<file path="config.mk">
export PLATFORM = sky130hd
export DESIGN_NAME = stk_insn_decoder
export DESIGN_NICKNAME = d
export VERILOG_FILES = /design/src/rtl/stk_dec_pkg.sv /design/src/rtl/stk_dec_classify.sv /design/src/rtl/stk_dec_nextip.sv /design/src/rtl/stk_insn_decoder.sv
export SDC_FILE = /design/constraint.sdc
export NUM_CORES = 1
export LEC_CHECK = 0
export ABC_CLOCK_PERIOD_IN_PS = 3070
export BUFFER_PORTS_ARGS = -buffer_cell sky130_fd_sc_hd__buf_2
export CAP_MARGIN = 20
export CORE_ASPECT_RATIO = 0.8
export CORE_MARGIN = 2
export CORE_UTILIZATION = 49
export CTS_CLUSTER_DIAMETER = 200
export DETAILED_ROUTE_END_ITERATION = 7
export PLACE_DENSITY = 0.8
export SLEW_MARGIN = 20
export SYNTH_ARGS = -nofsm -noshare
export SYNTH_HDL_FRONTEND = slang
export SYNTH_SLANG_ARGS = --single-unit
</file>
<file path="constraint.sdc">
create_clock -name clk -period 3.07 [get_ports clk]
set_clock_uncertainty 0.2 [all_clocks]
set_input_delay 0.614 -clock clk [delete_from_list [all_inputs] [get_ports clk]]
set_output_delay 0.614 -clock clk [all_outputs]
set_load 0.1 [all_outputs]
</file>
<file path="src/rtl/stk_dec_pkg.sv">
package stk_dec_pkg;

    localparam int WORD_W = 16;
    localparam int LIT_W  = 12;
    localparam int PK_W   = 5;
    localparam logic [PK_W-1:0] PK_RESERVED = '1;

    typedef enum logic [3:0] {
        K_FETCH = 4'd0,
        K_UNDEF = 4'd1,
        K_JMP   = 4'd2,
        K_JZ    = 4'd3,
        K_PRIM  = 4'd4,
        K_CALL  = 4'd5,
        K_JP    = 4'd6,
        K_METH  = 4'd7,
        K_PACK  = 4'd8
    } kind_e;

    typedef struct packed {
        kind_e            kind;
        logic [LIT_W-1:0] lit;
        logic [PK_W-1:0]  pa;
        logic [PK_W-1:0]  pb;
        logic [PK_W-1:0]  pc;
        logic             f_ill;
        logic             f_cls;
        logic             wants_tbl;
    } dec_s;

    function automatic kind_e kind_of(input logic [WORD_W-1:0] w);
        return w[15] ? K_PACK : kind_e'({1'b0, w[14:12]});
    endfunction

    function automatic logic [31:0] sext_lit(input logic [LIT_W-1:0] l);
        return {{(32-LIT_W){l[LIT_W-1]}}, l};
    endfunction

endpackage

</file>
<file path="src/rtl/stk_dec_classify.sv">
module stk_dec_classify
    import stk_dec_pkg::*;
(
    input  logic [WORD_W-1:0] word,
    output dec_s              dec
);
    always_comb begin
        dec           = '0;
        dec.kind      = kind_of(word);
        dec.lit       = word[LIT_W-1:0];
        if (dec.kind == K_PACK) begin
            dec.pa = word[14:10];
            dec.pb = word[9:5];
            dec.pc = word[4:0];
        end
        unique case (dec.kind)
            K_FETCH, K_PRIM, K_CALL: dec.f_ill = (dec.lit == '0);
            K_UNDEF:                 dec.f_ill = 1'b1;
            K_PACK:                  dec.f_ill = (dec.pa == PK_RESERVED);
            K_METH: begin
                dec.f_cls     = (dec.lit == '0);
                dec.wants_tbl = (dec.lit != '0);
            end
            default: ;
        endcase
    end
endmodule

</file>
<file path="src/rtl/stk_dec_nextip.sv">
module stk_dec_nextip
    import stk_dec_pkg::*;
#(
    parameter int IPW = 16
) (
    input  dec_s           dec,
    input  logic [IPW-1:0] ip,
    input  logic           tos_zero,
    input  logic           tos_pos,
    output logic [IPW-1:0] nxt,
    output logic           push
);
    logic [31:0]    off_full;
    logic [IPW-1:0] off;
    logic [IPW-1:0] seq;

    assign off_full = sext_lit(dec.lit);
    assign off      = off_full[IPW-1:0];
    assign seq      = ip + IPW'(1);

    always_comb begin
        nxt  = seq;
        push = 1'b0;
        unique case (dec.kind)
            K_JMP:  nxt = ip - off;
            K_JZ:   nxt = tos_zero ? ip + off : seq;
            K_JP:   nxt = tos_pos  ? ip + off : seq;
            K_CALL: begin
                nxt  = ip - off;
                push = 1'b1;
            end
            default: ;
        endcase
        if (dec.f_ill || dec.f_cls) begin
            nxt  = ip;
            push = 1'b0;
        end
    end
endmodule

</file>
<file path="src/rtl/stk_insn_decoder.sv">
module stk_insn_decoder
    import stk_dec_pkg::*;
#(
    parameter int IPW = 16
) (
    input  logic              clk,
    input  logic              rst,
    input  logic              in_valid,
    input  logic [15:0]       in_word,
    input  logic [IPW-1:0]    in_ip,
    input  logic              tos_zero,
    input  logic              tos_pos,
    output logic              stall,
    output logic              mt_req,
    output logic [11:0]       mt_idx,
    input  logic [IPW-1:0]    mt_data,
    output logic              out_valid,
    output logic [3:0]        out_kind,
    output logic [IPW-1:0]    next_ip,
    output logic              push_valid,
    output logic [IPW-1:0]    push_data,
    output logic [11:0]       prim_op,
    output logic [11:0]       pf_count,
    output logic [4:0]        pk_a,
    output logic [4:0]        pk_b,
    output logic [4:0]        pk_c,
    output logic              fault_illegal,
    output logic              fault_class
);
    dec_s           dec;
    logic [IPW-1:0] calc_ip;
    logic           calc_push;
    logic           pend_q;
    logic [IPW-1:0] ret_q;
    logic           accept;

    stk_dec_classify u_cls (
        .word (in_word),
        .dec  (dec)
    );

    stk_dec_nextip #(.IPW(IPW)) u_nip (
        .dec      (dec),
        .ip       (in_ip),
        .tos_zero (tos_zero),
        .tos_pos  (tos_pos),
        .nxt      (calc_ip),
        .push     (calc_push)
    );

    assign accept = in_valid && !pend_q;
    assign mt_req = accept && dec.wants_tbl;
    assign mt_idx = dec.lit;
    assign stall  = pend_q;

    always_ff @(posedge clk) begin
        if (rst) begin
            pend_q        <= 1'b0;
            ret_q         <= '0;
            out_valid     <= 1'b0;
            out_kind      <= '0;
            next_ip       <= '0;
            push_valid    <= 1'b0;
            push_data     <= '0;
            prim_op       <= '0;
            pf_count      <= '0;
            pk_a          <= '0;
            pk_b          <= '0;
            pk_c          <= '0;
            fault_illegal <= 1'b0;
            fault_class   <= 1'b0;
        end else begin
            out_valid     <= 1'b0;
            push_valid    <= 1'b0;
            fault_illegal <= 1'b0;
            fault_class   <= 1'b0;
            if (pend_q) begin
                pend_q     <= 1'b0;
                out_valid  <= 1'b1;
                next_ip    <= mt_data;
                push_valid <= 1'b1;
                push_data  <= ret_q;
            end else if (accept) begin
                out_kind  <= dec.kind;
                prim_op   <= (dec.kind == K_PRIM)  ? dec.lit : '0;
                pf_count  <= (dec.kind == K_FETCH) ? dec.lit : '0;
                pk_a      <= dec.pa;
                pk_b      <= dec.pb;
                pk_c      <= dec.pc;
                push_data <= in_ip + IPW'(1);
                if (dec.wants_tbl) begin
                    pend_q <= 1'b1;
                    ret_q  <= in_ip + IPW'(1);
                end else begin
                    out_valid     <= 1'b1;
                    next_ip       <= calc_ip;
                    push_valid    <= calc_push;
                    fault_illegal <= dec.f_ill;
                    fault_class   <= dec.f_cls;
                end
            end
        end
    end
endmodule

</file>
Word level (Yosys, flattened, before mapping)
Index checks and enable logic that the tools add are counted.
{"block": "word_totals", "ff_bits": 96, "input_bits": 53, "output_inout_bits": 93, "word_cells": 68}
{"block": "classes", "addsub": 3, "n_eq_ne": 10, "mux": 24, "n_bitwise": 2, "reduce_logical": 15}
{"operator": "two-way mux 16 bit", "n": 8}
{"operator": "case mux 16 bit (3 select lines)", "n": 1}
{"operator": "two-way mux 12 bit", "n": 2}
{"operator": "adder 16 x 1 -> 16 bit (second input constant)", "n": 1}
{"operator": "adder 16 bit", "n": 1}
{"operator": "== test 4 x 3 -> 1 bit (second input constant)", "n": 4}
{"operator": "subtractor 16 bit", "n": 1}
{"operator": "two-way mux 15 bit", "n": 1}
{"operator": "logical NOT 12 bit", "n": 1}
{"operator": "nonzero test 12 bit", "n": 1}
{"operator": "two-way mux 1 bit", "n": 9}
{"operator": "== test 4 x 2 -> 1 bit (second input constant)", "n": 2}
{"operator": "OR reduction 3 bit", "n": 2}
{"operator": "== test 5 bit (second input constant)", "n": 1}
{"operator": "== test 4 x 1 -> 1 bit (second input constant)", "n": 1}
{"operator": "== test 4 bit (second input constant)", "n": 1}
{"operator": "logical NOT 4 bit", "n": 1}
{"operator": "two-way mux 4 bit", "n": 1}
{"operator": "AND reduction 2 bit", "n": 2}
{"operator": "OR reduction 4 bit", "n": 1}
{"operator": "case mux 1 bit (3 select lines)", "n": 1}
{"operator": "AND reduction 3 bit", "n": 1}
{"operator": "logical AND 1 bit", "n": 2}
{"operator": "two-way mux 2 bit", "n": 1}
{"operator": "other kinds (6)", "n": 7}

Logic depth before layout (Yosys ltp)
{"block": "depth", "word_depth": 10, "depth_mapped": 11}

Cells and area by module
From an unflattened synthesis, not the netlist that was laid out.
{"block": "unflattened", "hier_cells": 873, "hier_area_um2": 6697.7}
{"module": "stk_insn_decoder", "n_inst": 1, "cells_each": 473, "area_each_um2": 4105.2, "seq_area_each_um2": 1921.8}
{"module": "stk_dec_nextip", "n_inst": 1, "cells_each": 356, "area_each_um2": 2278.4, "seq_area_each_um2": 0.0}
{"module": "stk_dec_classify", "n_inst": 1, "cells_each": 44, "area_each_um2": 314.1, "seq_area_each_um2": 0.0}

Worst setup path before layout
OpenSTA, ideal clock, no wires.
{"block": "synth_path", "path_type": "input to output", "from": "input in_word[14]", "to": "output mt_req", "arrival_time_ns": 2.665, "setup_slack_ns": -0.409, "cell_stages": 5, "cell_sequence": "clkbuf_1 nand2_1 or2_1 nor3_1 clkbuf_1"}
{"block": "synth_between", "elab_chain_len": 4}
{"item": "from (decl)", "line": "stk_insn_decoder.sv:9", "source": "input logic [15:0] in_word,"}
{"item": "two-way mux 4 bit", "line": "stk_dec_pkg.sv:32", "source": "return w[15] ? K_PACK : kind_e'({1'b0, w[14:12]});"}
{"item": "== test 4 x 3 -> 1 bit", "line": "stk_dec_classify.sv:16", "source": "unique case (dec.kind)"}
{"item": "two-way mux 2 bit", "line": "stk_dec_classify.sv:16"}
{"item": "logical AND 1 bit", "line": "stk_insn_decoder.sv:52", "source": "assign mt_req = accept && dec.wants_tbl;"}
{"item": "to (decl)", "line": "stk_insn_decoder.sv:14", "source": "output logic mt_req,"}
No other way between the ends.

Final worst setup path
{"block": "layout_path", "from": "input in_word[4]", "to": "register next_ip[15]"}
{"block": "layout_between", "elab_chain_len": 7, "elab_cells_between_ends": 16, "classes_between": "add/sub: 2; eq/ne: 1; mux: 9; reduce/logical: 4"}
{"item": "adder 16 bit or logical NOT 12 bit (tied branches)"}
{"item": "two-way mux 16 bit, or another cell as far along", "line": "stk_dec_nextip.sv:27", "source": "K_JP: nxt = tos_pos ? ip + off : seq;"}
{"item": "case mux 16 bit (3 select lines) or logical OR 1 bit (tied branches)", "line": "stk_dec_nextip.sv:24, stk_dec_nextip.sv:34"}
{"item": "two-way mux 16 bit", "line": "stk_dec_nextip.sv:34", "source": "if (dec.f_ill || dec.f_cls) begin"}
{"item": "two-way mux 16 bit", "line": "stk_insn_decoder.sv:91", "source": "if (dec.wants_tbl) begin"}
{"item": "two-way mux 16 bit", "line": "stk_insn_decoder.sv:83", "source": "end else if (accept) begin"}
{"item": "two-way mux 16 bit", "line": "stk_insn_decoder.sv:77", "source": "if (pend_q) begin"}
{"item": "to (signal assigned)", "line": "stk_insn_decoder.sv:80", "source": "next_ip <= mt_data;"}
{"item": "to (signal assigned)", "line": "stk_insn_decoder.sv:96", "source": "next_ip <= calc_ip;"}
{"item": "to (decl)", "line": "stk_insn_decoder.sv:19", "source": "output logic [IPW-1:0] next_ip,"}
Several ways; a longest one is shown, not always the timed one. The select of a mux whose other input is x is not followed.
A chain may end at the register's enable or synchronous reset.

==> metrics.md <==
| Metric | Value |
|---|---|
| Status | `finished clean` |
| Met2 WL | `8650 um` |
| Maximum vdd drop | `0.000319 V` |
| Vias per cell | `6.09` |
| DP Area | `7230 um^2` |
| Worst-Margin Slew | `0.568 ns` |
| Worst setup path end | `next_ip[15]$_SDFFE_PP0P_` |
| Total global-route track usage | `29.3%` |
| IO Count | `146` |
| Clock latency on the worst-skew pair | `0.35 ns` |
| Syn_area_per_cell | `7.84 um^2` |
| Pre-antenna DRT Iters | `5` |
| TritonCTS clock tree | `built` |
| Post-DP HPWL | `14400 um` |
| Final count of hold timing violations | `0` |
| Die Y | `103 um` |
| Global route overflow | `0` |
| Design area | `7550 um^2` |
| Tightest Hold Check Type | `reg -> reg` |
| Setup TNS | `0 ns` |
| Drt drc | `0` |
| Met1 Wirelength | `8710 um` |
| # setup viols final | `0` |
| Initial antenna violation count | `0` |
| Iteration-0 DRC Markers | `619` |
| Clock root buffer | `clkbuf_16` |
| Die W | `128 um` |
| Post-synthesis sequential area ratio | `31.8%` |
| Crit end category | `register` |
| R2r setup slk | `0.97 ns` |
| Via count | `6623` |
| Antenna-violating nets left | `0` |
| TritonCTS Sinks | `96` |
| Most common cell after layout, fill and taps aside | `buf_2` |
| Starting density of the core | `49.8%` |
| WS Path Type | `in -> reg` |
| Synthesized area | `6040 um^2` |
| FP Rows | `36` |
| R2R Path Start | `stall$_SDFF_PP0_` |
| Clk slew on worst S/H paths | `0.08 ns` |
| Cells after DPL | `1071` |
| Vias in the first global route | `6185` |
| Layout Cells excl Fill | `1088` |
| Syn Nets | `856` |
| Min cycle time layout | `2.98 ns` |
| Fillers | `1078` |
| Clk buf depth | `2` |
| Period utilisation layout | `97.1%` |
| Worst Path Max Fanout | `3` |
| DR WL/cell | `17.9 um` |
| P&R area growth vs syn | `25.2%` |
| RD Place Congestion | `0.929` |
| CP startpoint | `in_word[4]` |
| # port buffers | `145` |
| Highest routed layer | `met4` |
| CP startpoint kind | `primary input` |
| Worst endpoint required time | `3.15 ns` |
| First-pass GRT wire length | `30800 um` |
| Arr. time, crit path | `3.06 ns` |
| Flops & latches, synth | `96` |
| Fmax | `336 MHz` |
| Total CTS buffers | `9` |
| Final Max Slew Viols | `0` |
| Ys async rst share | `0%` |
| H-tree depth | `3` |
| R2r endpoint | `ret_q[1]$_SDFFE_PP0P_` |
| Unrepaired setup endpoints after global routing | `no` |
| Max Cap Viol | `0` |
| FF-to-FF path depth | `6` |
| Post-synth EDFFs | `0` |
| Final worst slack | `0.0899 ns` |
| Total Nets Final | `1017` |
| Die area | `13200 um^2` |
| Largest net degree at the start of global routing | `93` |
| PwrDens | `489 nW/um^2` |
| # diodes | `0` |
| Post-synth cell types | `76` |
| Overall routed net length | `19500 um` |
| Share of cells above drive strength 1 | `27.9%` |
| Cells after Synth | `770` |
| Commonest cells after routing, fill and taps aside | `buf_2 (144), nor2_1 (106), dfxtp_1 (95)` |
| Met3 wire length | `1740 um` |
| Dpl ws | `-0.366 ns` |
| Relative slew slack | `62.1%` |
| Total leakage power | `3.32 nW` |
| Core ar. | `12100 um^2` |
| Yosys warning count | `0` |
| Main flop type after synthesis | `dfxtp_1` |
[final cells by class]
| class | count | area (um^2) | area share (%) |
|---|---|---|---|
| sequential | 96 | 1920 | 25.5 |
| inverter | 37 | 139 | 1.84 |
| tap | 152 | 190 | 2.52 |
| multi-input combinational | 569 | 3670 | 48.6 |
| clock buffer | 9 | 225 | 2.98 |
| timing repair buffer | 218 | 1330 | 17.6 |
| clock inverter | 7 | 78.8 | 1.04 |
[cells by family after synthesis]
family          after synthesis  synth area share [%]
mux                           8                  1.35
compound gates              249                  29.0
buf+inv                     105                  7.98
fa+ha+maj                    33                  7.09
flops                        96                  31.8
simple gates                259                  19.9
xor+xnor                     20                  2.90
[cells in the mapped netlist (all sizes together) (7+ instances only)]
cell | instances | share of area [%]
a221oi | 11 | 1.7
nand4 | 8 | 0.83
o221ai | 9 | 1.3
a21oi | 71 | 6.1
clkbuf | 44 | 2.7
a211oi | 41 | 5.3
ha | 31 | 6.4
dfxtp | 96 | 32
nand2b | 7 | 0.73
mux2i | 7 | 1.2
o211ai | 7 | 0.87
nor2 | 106 | 6.6
a22oi | 26 | 3.2
inv | 37 | 2.3
or3 | 7 | 0.75
nand2 | 50 | 3.1
buf | 24 | 2.9
xnor2 | 14 | 2.0
o22ai | 7 | 0.73
nor3 | 12 | 1.0
o21ai | 29 | 2.4
nand3 | 33 | 2.7
[registers in the layout (all words and copies together), names as in the netlist]
signal,cells
pk_b,5
stall,1
pk_c,5
fault_class,1
pf_count,12
out_kind,4
ret_q,16
fault_illegal,1
prim_op,12
out_valid,1
pk_a,5
push_valid,1
push_data,16
next_ip,16
[repair_timing]
action                     CTS  global route
setup endpoints to repair    1             1
pin swaps                    0             1
setup buffers                0             1
hold buffers                 0             0
gates resized for setup      1             3
[routing by layer]
layer	GRT usage (%)	up-vias
met1	39.9	3111
li1	-	3121
met5	0	-
met3	6.38	45
met4	9.72	0
met2	46.5	346
[per-stage QoR]
stage	util [%]	power, W	hold slack (ns)
after floorplan	-	0.00223	0.254
after global placement	59.6	0.00254	0.237
after detailed placement	59.6	0.00254	0.243
after CTS	62.2	0.00368	0.258
after global routing	62.4	0.00383	0.273
final	62.4	0.00369	0.258
[worst min-delay path by stage]
stage / start / endpoint / slack (ns) / cells past startpoint
2_1_floorplan: ret_q[1]$_SDFFE_PP0P_ / push_data[1]$_SDFFE_PP0P_ / 0.25 / 2
3_3_place_gp: pk_c[3]$_SDFFE_PP0P_ / pk_c[3]$_SDFFE_PP0P_ / 0.24 / 2
3_5_place_dp: pk_a[0]$_SDFFE_PP0P_ / pk_a[0]$_SDFFE_PP0P_ / 0.24 / 2
4_1_cts: pk_b[0]$_SDFFE_PP0P_ / pk_b[0]$_SDFFE_PP0P_ / 0.26 / 2
5_1_grt: pk_c[4]$_SDFFE_PP0P_ / pk_c[4]$_SDFFE_PP0P_ / 0.27 / 2
6_report: pk_b[0]$_SDFFE_PP0P_ / pk_b[0]$_SDFFE_PP0P_ / 0.26 / 2
[critical path, stage by stage]
cell and delay [ns]:
buf_2 0.10, inv_1 0.04, ha_1 0.35, a211oi_4 0.26
o21bai_2 0.12, o311a_1 0.40, o41a_1 0.42, a2111oi_4 0.43
o211ai_1 0.14, a31oi_1 0.18
[power by group]
| part | internal (W) | switching [W] | leakage [nW] |
|---|---|---|---|
| Combinational | 0.000350 | 0.000866 | 2.39 |
| Sequential | 0.00130 | 0.0000284 | 0.785 |
| Clock | 0.000582 | 0.000571 | 0.149 |
| Total | 0.00223 | 0.00147 | 3.32 |
Power figures use the tool's default switching activity.
